$ cat config.mk
export PLATFORM = sky130hd
export DESIGN_NAME = wrap_qw_gen
export DESIGN_NICKNAME = d
export VERILOG_FILES = /design/src/rtl/wrap_qw_pkg.sv /design/src/rtl/wrap_cmd_decode.sv /design/src/rtl/wrap_beat_ctr.sv /design/src/rtl/wrap_idx_gen.sv /design/src/rtl/wrap_qw_gen.sv
export SDC_FILE = /design/constraint.sdc
export NUM_CORES = 1
export LEC_CHECK = 0
export ABC_AREA = 1
export BUFFER_PORTS_ARGS = -buffer_cell sky130_fd_sc_hd__buf_2
export CAP_MARGIN = 20
export CELL_PAD_IN_SITES_DETAIL_PLACEMENT = 1
export CELL_PAD_IN_SITES_GLOBAL_PLACEMENT = 1
export CORE_MARGIN = 5
export CORE_UTILIZATION = 36
export CTS_BUF_LIST = sky130_fd_sc_hd__clkbuf_2
export DETAILED_ROUTE_END_ITERATION = 6
export GPL_TIMING_DRIVEN = 0
export PLACE_DENSITY_LB_ADDON = 0.1
export SLEW_MARGIN = 10
export SYNTH_ARGS = -nofsm -noshare
export SYNTH_HDL_FRONTEND = slang
export SYNTH_HIERARCHICAL = 1
export SYNTH_SLANG_ARGS = --single-unit
$ cat constraint.sdc
create_clock -name clk_i -period 1.68 [get_ports clk_i]
set_input_delay 0.168 -clock clk_i [delete_from_list [all_inputs] [get_ports clk_i]]
set_output_delay 0.168 -clock clk_i [all_outputs]
set_load 0.005 [all_outputs]
$ cat src/rtl/wrap_qw_pkg.sv
package wrap_qw_pkg;
  typedef enum logic [2:0] {
    CT_NONE         = 3'd0,
    CT_RD           = 3'd1,
    CT_RD_DIRTY     = 3'd2,
    CT_RD_SHR       = 3'd3,
    CT_RD_SHR_DIRTY = 3'd4,
    CT_WR           = 3'd5
  } cmd_type_e;
endpackage

$ cat src/rtl/wrap_cmd_decode.sv
module wrap_cmd_decode
  import wrap_qw_pkg::*;
(
  input  logic [2:0] code_i,
  output cmd_type_e  type_o,
  output logic       legal_o
);
  always_comb begin
    legal_o = 1'b1;
    unique case (code_i)
      3'b100:  type_o = CT_RD;
      3'b101:  type_o = CT_RD_DIRTY;
      3'b110:  type_o = CT_RD_SHR;
      3'b111:  type_o = CT_RD_SHR_DIRTY;
      3'b010:  type_o = CT_WR;
      default: begin
        type_o  = CT_NONE;
        legal_o = 1'b0;
      end
    endcase
  end
endmodule

$ cat src/rtl/wrap_beat_ctr.sv
module wrap_beat_ctr #(
  parameter int unsigned CNT_W = 3
) (
  input  logic             clk_i,
  input  logic             rst_ni,
  input  logic             load_i,
  output logic             busy_o,
  output logic [CNT_W-1:0] beat_o,
  output logic             last_o
);
  localparam logic [CNT_W-1:0] LAST_BEAT = {CNT_W{1'b1}};

  logic             busy_q;
  logic [CNT_W-1:0] beat_q;

  always_ff @(posedge clk_i or negedge rst_ni) begin
    if (!rst_ni) begin
      busy_q <= 1'b0;
      beat_q <= '0;
    end else if (load_i) begin
      busy_q <= 1'b1;
      beat_q <= '0;
    end else if (busy_q) begin
      if (beat_q == LAST_BEAT) busy_q <= 1'b0;
      beat_q <= beat_q + 1'b1;
    end
  end

  assign busy_o = busy_q;
  assign beat_o = beat_q;
  assign last_o = busy_q && (beat_q == LAST_BEAT);
endmodule

$ cat src/rtl/wrap_idx_gen.sv
module wrap_idx_gen #(
  parameter int unsigned IDX_W = 3,
  parameter bit          DP_EN = 1'b1
) (
  input  logic [IDX_W-1:0] beat_i,
  input  logic [IDX_W-2:0] start_pt_i,
  input  logic             narrow_i,
  output logic [IDX_W-1:0] idx_o
);
  localparam int unsigned PW = IDX_W - 1;

  logic [PW-1:0]    wrap_sel;
  logic [IDX_W-1:0] blk_idx;

  // interleaved wrap: XOR start with pass number
  assign wrap_sel = start_pt_i ^ beat_i[IDX_W-1:1];
  assign blk_idx  = {wrap_sel, beat_i[0]};

  generate
    if (DP_EN) begin : g_dp
      logic [IDX_W-1:0] dp_idx;
      assign dp_idx = {1'b0, wrap_sel};
      assign idx_o  = narrow_i ? dp_idx : blk_idx;
    end else begin : g_blk
      logic unused_narrow;
      assign unused_narrow = narrow_i;
      assign idx_o = blk_idx;
    end
  endgenerate
endmodule

$ cat src/rtl/wrap_qw_gen.sv
module wrap_qw_gen
  import wrap_qw_pkg::*;
#(
  parameter int unsigned IDX_W = 3,
  parameter bit          DP_EN = 1'b1
) (
  input  logic             clk_i,
  input  logic             rst_ni,
  input  logic             start_i,
  input  logic [2:0]       cmd_i,
  input  logic [IDX_W-2:0] start_pt_i,
  input  logic             narrow_i,
  output logic [IDX_W-1:0] qw_idx_o,
  output logic             valid_o,
  output logic [2:0]       cmd_type_o,
  output logic             cmd_err_o,
  output logic             done_o
);
  localparam int unsigned SP_W = IDX_W - 1;

  cmd_type_e        dec_type;
  logic             dec_legal;
  logic             busy, last, accept, reject;
  logic [IDX_W-1:0] beat;

  logic [SP_W-1:0]  sp_q;
  logic             narrow_q;
  cmd_type_e        type_q;
  logic             err_q;

  wrap_cmd_decode u_dec (
    .code_i  (cmd_i),
    .type_o  (dec_type),
    .legal_o (dec_legal)
  );

  assign accept = start_i && !busy && dec_legal;
  assign reject = start_i && !busy && !dec_legal;

  wrap_beat_ctr #(.CNT_W(IDX_W)) u_ctr (
    .clk_i  (clk_i),
    .rst_ni (rst_ni),
    .load_i (accept),
    .busy_o (busy),
    .beat_o (beat),
    .last_o (last)
  );

  always_ff @(posedge clk_i or negedge rst_ni) begin
    if (!rst_ni) begin
      sp_q     <= '0;
      narrow_q <= 1'b0;
      type_q   <= CT_NONE;
      err_q    <= 1'b0;
    end else begin
      err_q <= reject;
      if (accept) begin
        sp_q     <= start_pt_i;
        narrow_q <= narrow_i;
        type_q   <= dec_type;
      end
    end
  end

  wrap_idx_gen #(.IDX_W(IDX_W), .DP_EN(DP_EN)) u_idx (
    .beat_i     (beat),
    .start_pt_i (sp_q),
    .narrow_i   (narrow_q),
    .idx_o      (qw_idx_o)
  );

  assign valid_o    = busy;
  assign done_o     = last;
  assign cmd_err_o  = err_q;
  assign cmd_type_o = busy ? type_q : CT_NONE;
endmodule

==> run summary, run 1 <==
The flow ran to the end, and the final reports show no timing, DRC or antenna violations. The total net switching power is 523 µW. After clock tree synthesis, the setup repair step added 0 buffers. The final period demand of the worst path is 1.48 ns.

The launching instance or port of the critical path is u_ctr/beat_o[0]$_DFFE_PN0P_. By instance count, the cell type seen most on the critical path is sky130_fd_sc_hd__ha_1. The maximum clock frequency came out at approximately 0.68 GHz. The clock power share is 0.122. The number of vias per cell after detailed routing came out at between 4 and 5. The number of placed cells counting well taps came out at about 130. The signal on the critical path passes through ha_1 > ha_1 > nand2_1 > inv_1 > buf_2.

The H-tree depth is 1. The final number of hold-violating endpoints came to 0. The share of total power dissipated in sequential elements is 0.415.

For this run, the register share of the synthesized area comes to 0.426. The number of antenna violations at the first check in global routing came out at 0. The post-cts gate resize count came out at 0.

After clock tree synthesis, the flow added hold-fix buffers numbering 1. STA classifies the critical path startpoint as a flop. The area growth from synthesis to layout is 21.9%. The fraction of power spent switching nets came out at 0.431. The total routing usage reported by global routing came out at 0.126. The max-slew violation count is 0.

The number of top-level pins came out at 18. The clock latency reported for the late side of the worst-skew pair is ~0.25 ns. The total detailed-routing wirelength is 1430 µm. Row generation in the floorplan step produced 15 rows.

In the final layout, the share of cells above drive strength 1 is 0.275. The share of total power dissipated in combinational logic is 0.463. The repair_antennas step left the layout with diodes totalling 0. The kind of capture point of the worst setup path is a primary output. The post-synthesis cell type count came out at 16. The final total negative setup slack came out at 0 ns.

The critical path is of the flop to primary output type. The worst register-to-register path begins at u_ctr/busy_o$_DFF_PN0_. The slowest library cell on the worst path is sky130_fd_sc_hd__dfrtp_1. The internal power contribution is approximately 690 µW. The HPWL after detailed placement came out at around 1200 µm.

The path class of the tightest hold or removal check is input port to flop. The setup skew after layout came out at ~0.014 ns. Of all nets on the critical path, the largest fanout is 4. The total overflow reported by the global router came out at 0. The clock transition at the registers of the reported paths came out at 0.12 ns. In the routed design, unresolved DRC markers number 0. The clock tree from TritonCTS is done. Setup violations remaining at the end of the flow were counted as 0.

In this run, CTS created clock tree buffers numbering 3. The finished layout cell area is a little under 800 µm². The post-synthesis instance area is roughly 650 µm². Each instance of the synthesized netlist takes up on average 7.35 µm².

The initial core utilization came out at 0.375. The detailed-router iteration count before antenna repair is 2. In the synthesized netlist, the number of instances is 88. For this run, the slowest stage of the critical path takes between 0.4 and 0.5 ns. For this design the ratio of total power to cell area is roughly 1500 nW/µm².

The floorplan die area is between 2000 and 3000 µm². The count of buffers inserted at the top-level ports came out at 16. In this run the most critical hold path is launched from narrow_i. The required time of the critical path came out at roughly 1.5 ns. The routed via count came out at between 600 and 700.

The tool flagged a number of max-cap violations equal to 0. VDD sags by at most between 0.5 and 0.6 mV. The iteration-0 DRC count of the detailed router is 3. The standard cell core area came out at 1730 µm². The via count of the first global-routing pass came out at around 600. The number of nets with antenna violations after detailed routing is 0.

After detailed routing, the average wire length per cell comes to around 11 µm. The final cycle utilization of the critical path is 0.881. The cell area after placement came out at approximately 760 µm².

After layout, the design draws a total of approximately 1.2 mW. The die boundary width is about 52 µm. Routability-driven placement finished with a final weighted congestion of between 0.6 and 0.7. The floorplan step set the die height to roughly 52 µm. The cell sitting at the root of the clock tree is a sky130_fd_sc_hd__clkbuf_2.

The wire length of the first global-routing pass came out at approximately 2500 µm. For the pin with the worst max-slew slack, the measured transition is 0.357 ns. The leakage power came out at 0.494 nW. The clock net in this run drives a total of 11 sinks. The pin count of the biggest net entering global routing came out at 13. The number of nets at the end of the flow is 121. The finished layout holds 134 standard cells, fillers aside.

The core occupancy in the finished layout is 0.457. Headroom to the max-slew limit came out at 0.762. The number of synthesis warnings came out at 6. The net count after synthesis came out at 99.

Data arrives at the worst endpoint at approximately 1.3 ns. In this run, synthesis produced a sequential element count of 11. Setup repair after global routing left no endpoint under its margin. The maximum buffer depth of the clock tree came out at 2.
## layout make-up
cell class / instances / area [µm²]
Inverter: 16 / 60.1
Multi-Input combinational cell: 59 / 297
Clock buffer: 4 / 20.0
Timing Repair Buffer: 17 / 90.1
Fill cell: 248 / 938
Tap cell: 25 / 31.3
Buffer: 2 / 15.0
Sequential cell: 11 / 275
## stage by stage
step                hold WS, ns  setup WS [ns]
global placement         0.0529          0.429
detailed placement       0.0514          0.408
global route              0.147          0.112
CTS                       0.165          0.183
floorplan                -0.128          0.594
finish                    0.177          0.200
## routing by layer
metal	wire, µm	GRT usage	vias to the layer above
li1	-	-	315
met4	24	0.0766	0
met5	0	0	-
met3	55	0.0285	2
met2	744	0.215	13
met1	603	0.141	292
## sequential cells by signal (all words and copies together), names as in the netlist
| signal | flops |
|---|---|
| type_q | 3 |
| sp_q | 2 |
| u_ctr/busy_o | 1 |
| u_ctr/beat_o | 3 |
| narrow_q | 1 |
| cmd_err_o | 1 |
## cell families after synthesis
family / Yosys count / synth area share
fa+ha+maj: 2 / 0.0387
simple gates: 54 / 0.391
buf+inv: 18 / 0.116
compound gates: 3 / 0.0290
flops: 11 / 0.426
## path summary, 6_finish.rpt
check	to	slack (ns)	cells past startpoint
min	narrow_q$_DFFE_PN0P_	0.18	3
min reg2reg	type_q[1]$_DFFE_PN0P_	0.49	2
max in group asynchronous	cmd_err_o$_DFF_PN0_	1.17	2
min in group asynchronous	type_q[2]$_DFFE_PN0P_	0.29	2
max	done_o	0.20	5
max reg2reg	u_ctr/beat_o[1]$_DFFE_PN0P_	0.42	6
## cell usage after synthesis (all sizes together)
| master | number | area share |
|---|---|---|
| inv | 16 | 0.093 |
| nand3 | 10 | 0.10 |
| o21ai | 2 | 0.021 |
| a21oi | 1 | 0.0077 |
| buf | 2 | 0.023 |
| dfrtp | 11 | 0.43 |
| nor2 | 5 | 0.033 |
| ha | 2 | 0.039 |
| nand2 | 33 | 0.20 |
| nand4 | 6 | 0.058 |
## layout by cell type (no fill, tap or decap)
master                           n
sky130_fd_sc_hd__nand3_4         1
sky130_fd_sc_hd__inv_2           3
sky130_fd_sc_hd__clkbuf_2        4
sky130_fd_sc_hd__nor2_2          1
sky130_fd_sc_hd__nor2_1          4
sky130_fd_sc_hd__o21ai_1         1
sky130_fd_sc_hd__a21oi_1         1
sky130_fd_sc_hd__nand4_1         6
sky130_fd_sc_hd__nand3_2         1
sky130_fd_sc_hd__nand2_1        32
sky130_fd_sc_hd__dlygate4sd3_1   1
sky130_fd_sc_hd__o21ai_2         1
sky130_fd_sc_hd__ha_1            2
sky130_fd_sc_hd__buf_2          16
sky130_fd_sc_hd__inv_1          13
sky130_fd_sc_hd__nand3_1         8
sky130_fd_sc_hd__nand2_2         1
sky130_fd_sc_hd__buf_4           2
sky130_fd_sc_hd__dfrtp_1        11
## power groups by stage
| stage | logic, mW | clock network, mW | registers [mW] |
|---|---|---|---|
| 5_1_grt | 0.655 | 0.170 | 0.527 |
| 2_1_floorplan | 0.388 | 0 | 0.483 |
| 3_3_place_gp | 0.549 | 0 | 0.510 |
| 3_5_place_dp | 0.580 | 0 | 0.513 |
| 4_1_cts | 0.583 | 0.154 | 0.507 |
| 6_report | 0.563 | 0.148 | 0.504 |
## worst max-delay path, delay by kind of cell, from the launching register on
family / cells / cell delay (ns)
flops: 1 / 0.43
simple gates: 1 / 0.06
buf+inv: 2 / 0.15
fa+ha+maj: 2 / 0.42
Note: power is estimated with default switching activity, not from simulation.
==> run 2: changes to the inputs <==
- CORE_MARGIN: 5 -> 1
==> run 2 against run 1 <==
First-iteration DRC count grew to 3.0 times the previous value. Sequential power barely moved. Cell area fell by 0.16%. Critical path type unchanged. Total power fell by 0.45%. Sequential cell count unchanged. Highest routed layer unchanged.
==> run summary, run 2 (synthesis gave the netlist of run 1 again) <==
The flow ran to the end, and the final reports show no timing, DRC or antenna violations. The beginning of the worst register-to-register path is u_ctr/busy_o$_DFF_PN0_. The wire length of the first global-routing pass came out at between 2000 and 2500 µm. The worst hold path endpoint is sp_q[1]$_DFFE_PN0P_. The via count of the first global-routing pass came out at a little under 600.

The region available for standard cell placement spans between 1500 and 2000 µm². The total detailed-routing wirelength is 1360 µm. The number of remaining DRC errors is 0. The number of clock buffers inserted by TritonCTS is 3. The most frequent standard cell in the layout excluding fill and tap cells is sky130_fd_sc_hd__nand2_1. The total overflow reported by the global router is 0. The floorplan die area is ~2000 µm². The highest ir drop seen on vdd came out at about 0.62 mV. For this run, the detailed router's first-pass iteration total came to 2.

The transition time at the pin with the least slew margin came out at roughly 0.36 ns. The count of buffers inserted at the top-level ports came out at 16. The worst setup path is of the flop to primary output kind. The kind of start point of the critical path is a flop. The pin count of the biggest net entering global routing is 13. Derived from the worst setup path, the maximum achievable clock frequency is 0.668 GHz.

The worst hold path class is input port to flop. The initial core utilization is 0.406. The number of vias per cell after detailed routing is roughly 4.5. The post-cts gate resize count came out at 0.

The total number of clock tree sinks is 11. The highest fanout seen on the critical path is 4. In the final layout, the share of cells above drive strength 1 is 0.275. Once detail routing completed, the nets flagged for antenna violations numbered 0. The final number of hold-violating endpoints came out at 0. The maximum buffer depth of the clock tree is 2.

In the post-route analysis, the smallest setup slack over all paths is 0.182 ns. The vertical die dimension came out at about 44 µm. Dividing total power by cell area gives a power density of 1540 nW/µm². The final total negative setup slack is 0 ns. The HPWL after detailed placement is ~1100 µm. The number of antenna violations at the first check in global routing was 0. The clock transition at the registers of the reported paths is between 0.1 and 0.15 ns. Dividing the final minimum period by the clock period gives 0.892. The number of cells on the worst hold path came out at 3. The leakage power is ~0.49 nW. Setup repair after global routing left no endpoint under its margin. The clock root buffer master is sky130_fd_sc_hd__clkbuf_2.

The final period demand of the worst path is about 1.5 ns. The worst slack at placement is between 0.4 and 0.5 ns. The total of fill cells in the finished design came out at ~210. The number of top-level pins came out at 18. The worst slew margin relative to its limit came out at 0.763. For the worst-skew pair, the clock arrives at the later sink with an insertion delay of 0.25 ns. The setup skew after layout is 0.00344 ns. The routed via count is ~600. Once the clock tree was built, the setup fixing pass inserted 0 buffers. The endpoint identified for the worst register-to-register timing path is u_ctr/beat_o[2]$_DFFE_PN0P_. The number of nets at the end of the flow is 121. The number of inserted diodes came out at 0. The number of core rows is 14. Compared with the post-synthesis result, the final layout area differs by 21.7%. The max-slew violation count is 0. The worst hold path begins at start_pt_i[1]. The data arrival time of the worst path came out at 1.33 ns. The clock tree from TritonCTS is done.

STA classifies the critical path endpoint as a primary output. The wire length per cell after detailed routing came out at approximately 10 µm. The iteration-0 DRC count of the detailed router came out at 9.

In this run the number of H-tree levels came out at 1. Measured in cells, the most critical reg-to-reg path has a length of 6. The total of max-cap violations is 0.

The final weighted congestion of routability-driven global placement is about 0.75. STA puts the critical path data required time at 1.51 ns. The die boundary width came out at between 40 and 50 µm. In the global route stage, overall resource usage came out at 0.166. In the layout the commonest cells are 32 x sky130_fd_sc_hd__nand2_1, 16 x sky130_fd_sc_hd__buf_2, 13 x sky130_fd_sc_hd__inv_1.

The internal reg-to-reg setup slack is between 0.4 and 0.5 ns. The number of setup violations in the final report is 0.
[run 2: cell counts in the layout (fill, tap and decap cells not counted)]
No cell type changed its count.
[run 2: layout make-up]
class	instances	area (µm²)	area share
buffer	2	15.0	0.0191
clock buffer	4	20.0	0.0254
inverter	16	60.1	0.0763
multi-input combinational	59	297	0.377
sequential	11	275	0.350
tap	24	30.0	0.0382
timing repair buffer	17	90.1	0.114
[run 2: power by group]
group | switching (mW) | internal [mW] | leakage [nW]
sequential | 0.126 | 0.380 | 0.137
clock | 0.0846 | 0.0632 | 0.0166
combinational | 0.306 | 0.249 | 0.340
total | 0.517 | 0.692 | 0.494
[run 2: worst max-delay path, cell delays in order, from the launching register on]
cell and delay, ns:
sky130_fd_sc_hd__dfrtp_1 0.43, sky130_fd_sc_hd__ha_1 0.22, sky130_fd_sc_hd__ha_1 0.21, sky130_fd_sc_hd__nand2_1 0.06
sky130_fd_sc_hd__inv_1 0.04, sky130_fd_sc_hd__buf_2 0.12
[run 2: stage by stage]
step	area, µm²	power (mW)	std cells	hold WS [ns]	utilization
after floorplan	647	0.872	88	-0.128	-
after global placement	757	1.05	128	0.0528	0.475
after detailed placement	757	1.09	128	0.0515	0.475
after CTS	787	1.24	133	0.159	0.494
after global routing	787	1.35	133	0.137	0.494
final	787	1.21	133	0.170	0.494
[run 2: layer usage]
metal	track usage	part of all wire	vias up
met2	0.271	0.47	14
li1	-	-	315
met3	0.0531	0.048	2
met4	0.0727	0.013	0
met1	0.201	0.47	265
met5	0	0	-
[run 2: how the worst max path moves through the flow]
stage	startpoint	endpoint	slack, ns	cells past startpoint
2_1_floorplan	u_ctr/busy_o$_DFF_PN0_	u_ctr/beat_o[1]$_DFFE_PN0P_	0.59	6
5_1_grt	u_ctr/beat_o[0]$_DFFE_PN0P_	done_o	0.09	5
3_3_place_gp	u_ctr/busy_o$_DFF_PN0_	u_ctr/beat_o[2]$_DFFE_PN0P_	0.45	6
6_report	u_ctr/beat_o[0]$_DFFE_PN0P_	done_o	0.18	5
4_1_cts	u_ctr/beat_o[0]$_DFFE_PN0P_	done_o	0.15	5
3_5_place_dp	u_ctr/busy_o$_DFF_PN0_	u_ctr/beat_o[2]$_DFFE_PN0P_	0.44	6
[run 2: what timing repair did]
item | 4_1_cts | 5_1_grt
setup endpoints to repair | 0 | 0
hold buffers | 1 | 0
hold endpoints to repair | 11 | 0
==> run 3: changes to the inputs <==
- CORE_UTILIZATION: 36 -> 40
==> run 3 against run 2 <==
Combinational power fell by 0.7%. Worst setup slack got worse by 0.0061 ns. Non-clock buffer count did not move. Largest cell class unchanged. Highest routed layer is now met3.
==> run summary, run 3 (synthesis gave the netlist of run 1 again) <==
By startpoint and endpoint, the worst setup path is classified as flop to primary output. The leakage power came out at 0.494 nW. The most numerous cell type found on the critical path is sky130_fd_sc_hd__ha_1.

Summed over all nets, wire length on met3 after detailed routing comes to 57 µm. The largest delay contributor family on the critical path is flip-flops. The endpoint identified for the worst register-to-register timing path is u_ctr/beat_o[0]$_DFFE_PN0P_. The met2 wire length is ~690 µm. At the end of routability-driven placement, the weighted congestion stood at 0.699.

The number of antenna violations at the first check in global routing is 0. The highest ir drop seen on vdd is about 0.67 mV. STA puts the critical path data arrival time at 1.34 ns. The number of placed cells counting well taps is 120. In this run the core area contains 14 standard-cell rows. The final instance count without filler cells is roughly 130. The vertical die dimension came out at roughly 42 µm. The number of nets with antenna violations after detailed routing came out at 0. The routed via count is just over 600.

The number of nets at the end of the flow came out at around 120. The die covers roughly 1800 µm². In the final timing run, aggregate negative setup slack is 0 ns. After detailed routing, the average wire length per cell comes to between 10 and 15 µm. Before CTS, the worst setup slack after placement is around 0.43 ns. The total overflow reported by the global router came out at 0. The H-tree depth is 1. The repair_antennas step left the layout with diodes totalling 0. The worst setup path is launched from a flop.

The final cycle utilization of the critical path came out at 0.895. The number of buffer and inverter instances along the worst setup path is 2. The number of vias per cell after detailed routing is between 4 and 5. The number of gates resized after CTS was 0. The power density over the cells is between 1500 and 2000 nW/µm². TritonCTS built the clock tree.

The clock transition at the registers of the reported paths is about 0.1 ns. For this configuration, the core starts out at a cell density of 0.429. Summed over all nets, the half-perimeter wirelength after detailed placement is 1080 µm. The max-slew violation count came out at 0. For the pin with the worst max-slew slack, the measured transition is about 0.36 ns. Leaving out fill and tap cells, the most frequent cell in the layout is sky130_fd_sc_hd__nand2_1. Setup repair after global routing left no endpoint under its margin. The worst hold path endpoint is sp_q[1]$_DFFE_PN0P_. The via count of the first global-routing pass came out at about 590. Entering global routing, the biggest net connects 13 pins. The internal reg-to-reg setup slack came out at between 0.4 and 0.5 ns.

Walking the worst path, the cells encountered are ha_1 > ha_1 > nand2_1 > inv_1 > buf_2. Counting along the longest clock path gives a buffer depth of 2. The number of top-level pins came out at 18.

The flow ran to the end, and the final reports show no timing, DRC or antenna violations. In the final routing, the length of wire on met1 measures about 570 µm. The final number of hold-violating endpoints is 0. The final period demand of the worst path came out at about 1.5 ns. The area growth from synthesis to layout is 20.1%. The detailed-router iteration count before antenna repair is 3. The required time of the critical path came out at 1.51 ns. The number of setup violations in the final report is 0. Power comes to roughly 1.2 mW. In the layout the commonest cells are 32 x sky130_fd_sc_hd__nand2_1, 16 x sky130_fd_sc_hd__buf_2, 13 x sky130_fd_sc_hd__inv_1. The number of remaining DRC errors came out at 0. The number of cells on the worst hold path came out at 3. The delay of the slowest cell on the worst path came out at approximately 0.43 ns. The total routing usage reported by global routing is 0.175. The smallest setup slack after layout came out at 0.176 ns. The setup skew after layout is ~0.00064 ns.

The maximum clock frequency is about 0.66 GHz. The worst slew margin relative to its limit is 0.758. The highest layer touched by signal routing is met3. The clock latency reported for the late side of the worst-skew pair came out at about 0.25 ns. The total detailed-routing wirelength came out at 1320 µm. The total of max-cap violations came out at 0. In this run the horizontal extent of the chip is ~42 µm. Along the worst path, the maximum fanout reaches 4.

The final-layout worst hold slack came out at 0.158 ns. The count of buffers inserted at the top-level ports is 16. The startpoint identified for the worst register-to-register timing path is u_ctr/busy_o$_DFF_PN0_.

For this block, the initial DRC count from the detailed router was 4. The wire length of the first global-routing pass is approximately 2400 µm. The kind of capture point of the worst setup path is a primary output.

In this run the most critical hold path is launched from start_pt_i[1]. The number of clock buffers inserted by TritonCTS came out at 3. The share of layout cells above drive strength 1 is 0.275.

The standard cell core area came out at about 1500 µm². The tightest min-delay check is of the input port to flop type. Among all stages on the critical path, the largest delay is contributed by sky130_fd_sc_hd__dfrtp_1. Clock tree synthesis selected as its root buffer the cell sky130_fd_sc_hd__clkbuf_2. The number of cells on the worst reg-to-reg path is 6. The total number of clock tree sinks is 11.
==> run 3: worst max path at each step <==
stage / from / to / slack [ns] / depth (start not counted)
CTS: u_ctr/beat_o[0]$_DFFE_PN0P_ / done_o / 0.16 / 5
finish: u_ctr/beat_o[0]$_DFFE_PN0P_ / done_o / 0.18 / 5
detailed placement: u_ctr/busy_o$_DFF_PN0_ / u_ctr/beat_o[1]$_DFFE_PN0P_ / 0.43 / 6
floorplan: u_ctr/busy_o$_DFF_PN0_ / u_ctr/beat_o[1]$_DFFE_PN0P_ / 0.59 / 6
global route: u_ctr/beat_o[0]$_DFFE_PN0P_ / done_o / 0.09 / 5
global placement: u_ctr/busy_o$_DFF_PN0_ / u_ctr/beat_o[2]$_DFFE_PN0P_ / 0.46 / 6
==> run 3: repair_timing <==
item	4_1_cts	5_1_grt
endpoints found under the hold margin	11	0
hold buffers	1	0
buffers inserted	0	0
==> run 3: cell type report <==
cell class,count,area (µm²)
buffer,2,15.0
clock buffer,4,20.0
fill,214,729
inverter,16,60.1
multi-input combinational,59,297
sequential,11,275
tap,16,20.0
timing repair buffer,17,90.1
==> run 3: metal layers <==
layer	global-route usage	vias up
li1	-	317
met1	0.202	284
met2	0.308	17
met3	0.0517	0
met4	0.0563	0
met5	0	-
==> run 3: through the flow <==
step	instance area [µm²]	util
after floorplan	647	-
after global placement	747	0.496
after detailed placement	747	0.496
after CTS	777	0.516
after global routing	777	0.516
final	777	0.516
==> run 3: power by group <==
part           internal, mW  total (mW)  switching, mW
sequential            0.380       0.512          0.132
clock                0.0632       0.150         0.0866
combinational         0.247       0.551          0.304
==> run 3: worst min-delay path, stage by stage <==
cell,delay [ns]
sky130_fd_sc_hd__buf_2,0.09
sky130_fd_sc_hd__nand4_1,0.07
sky130_fd_sc_hd__nand2_1,0.05
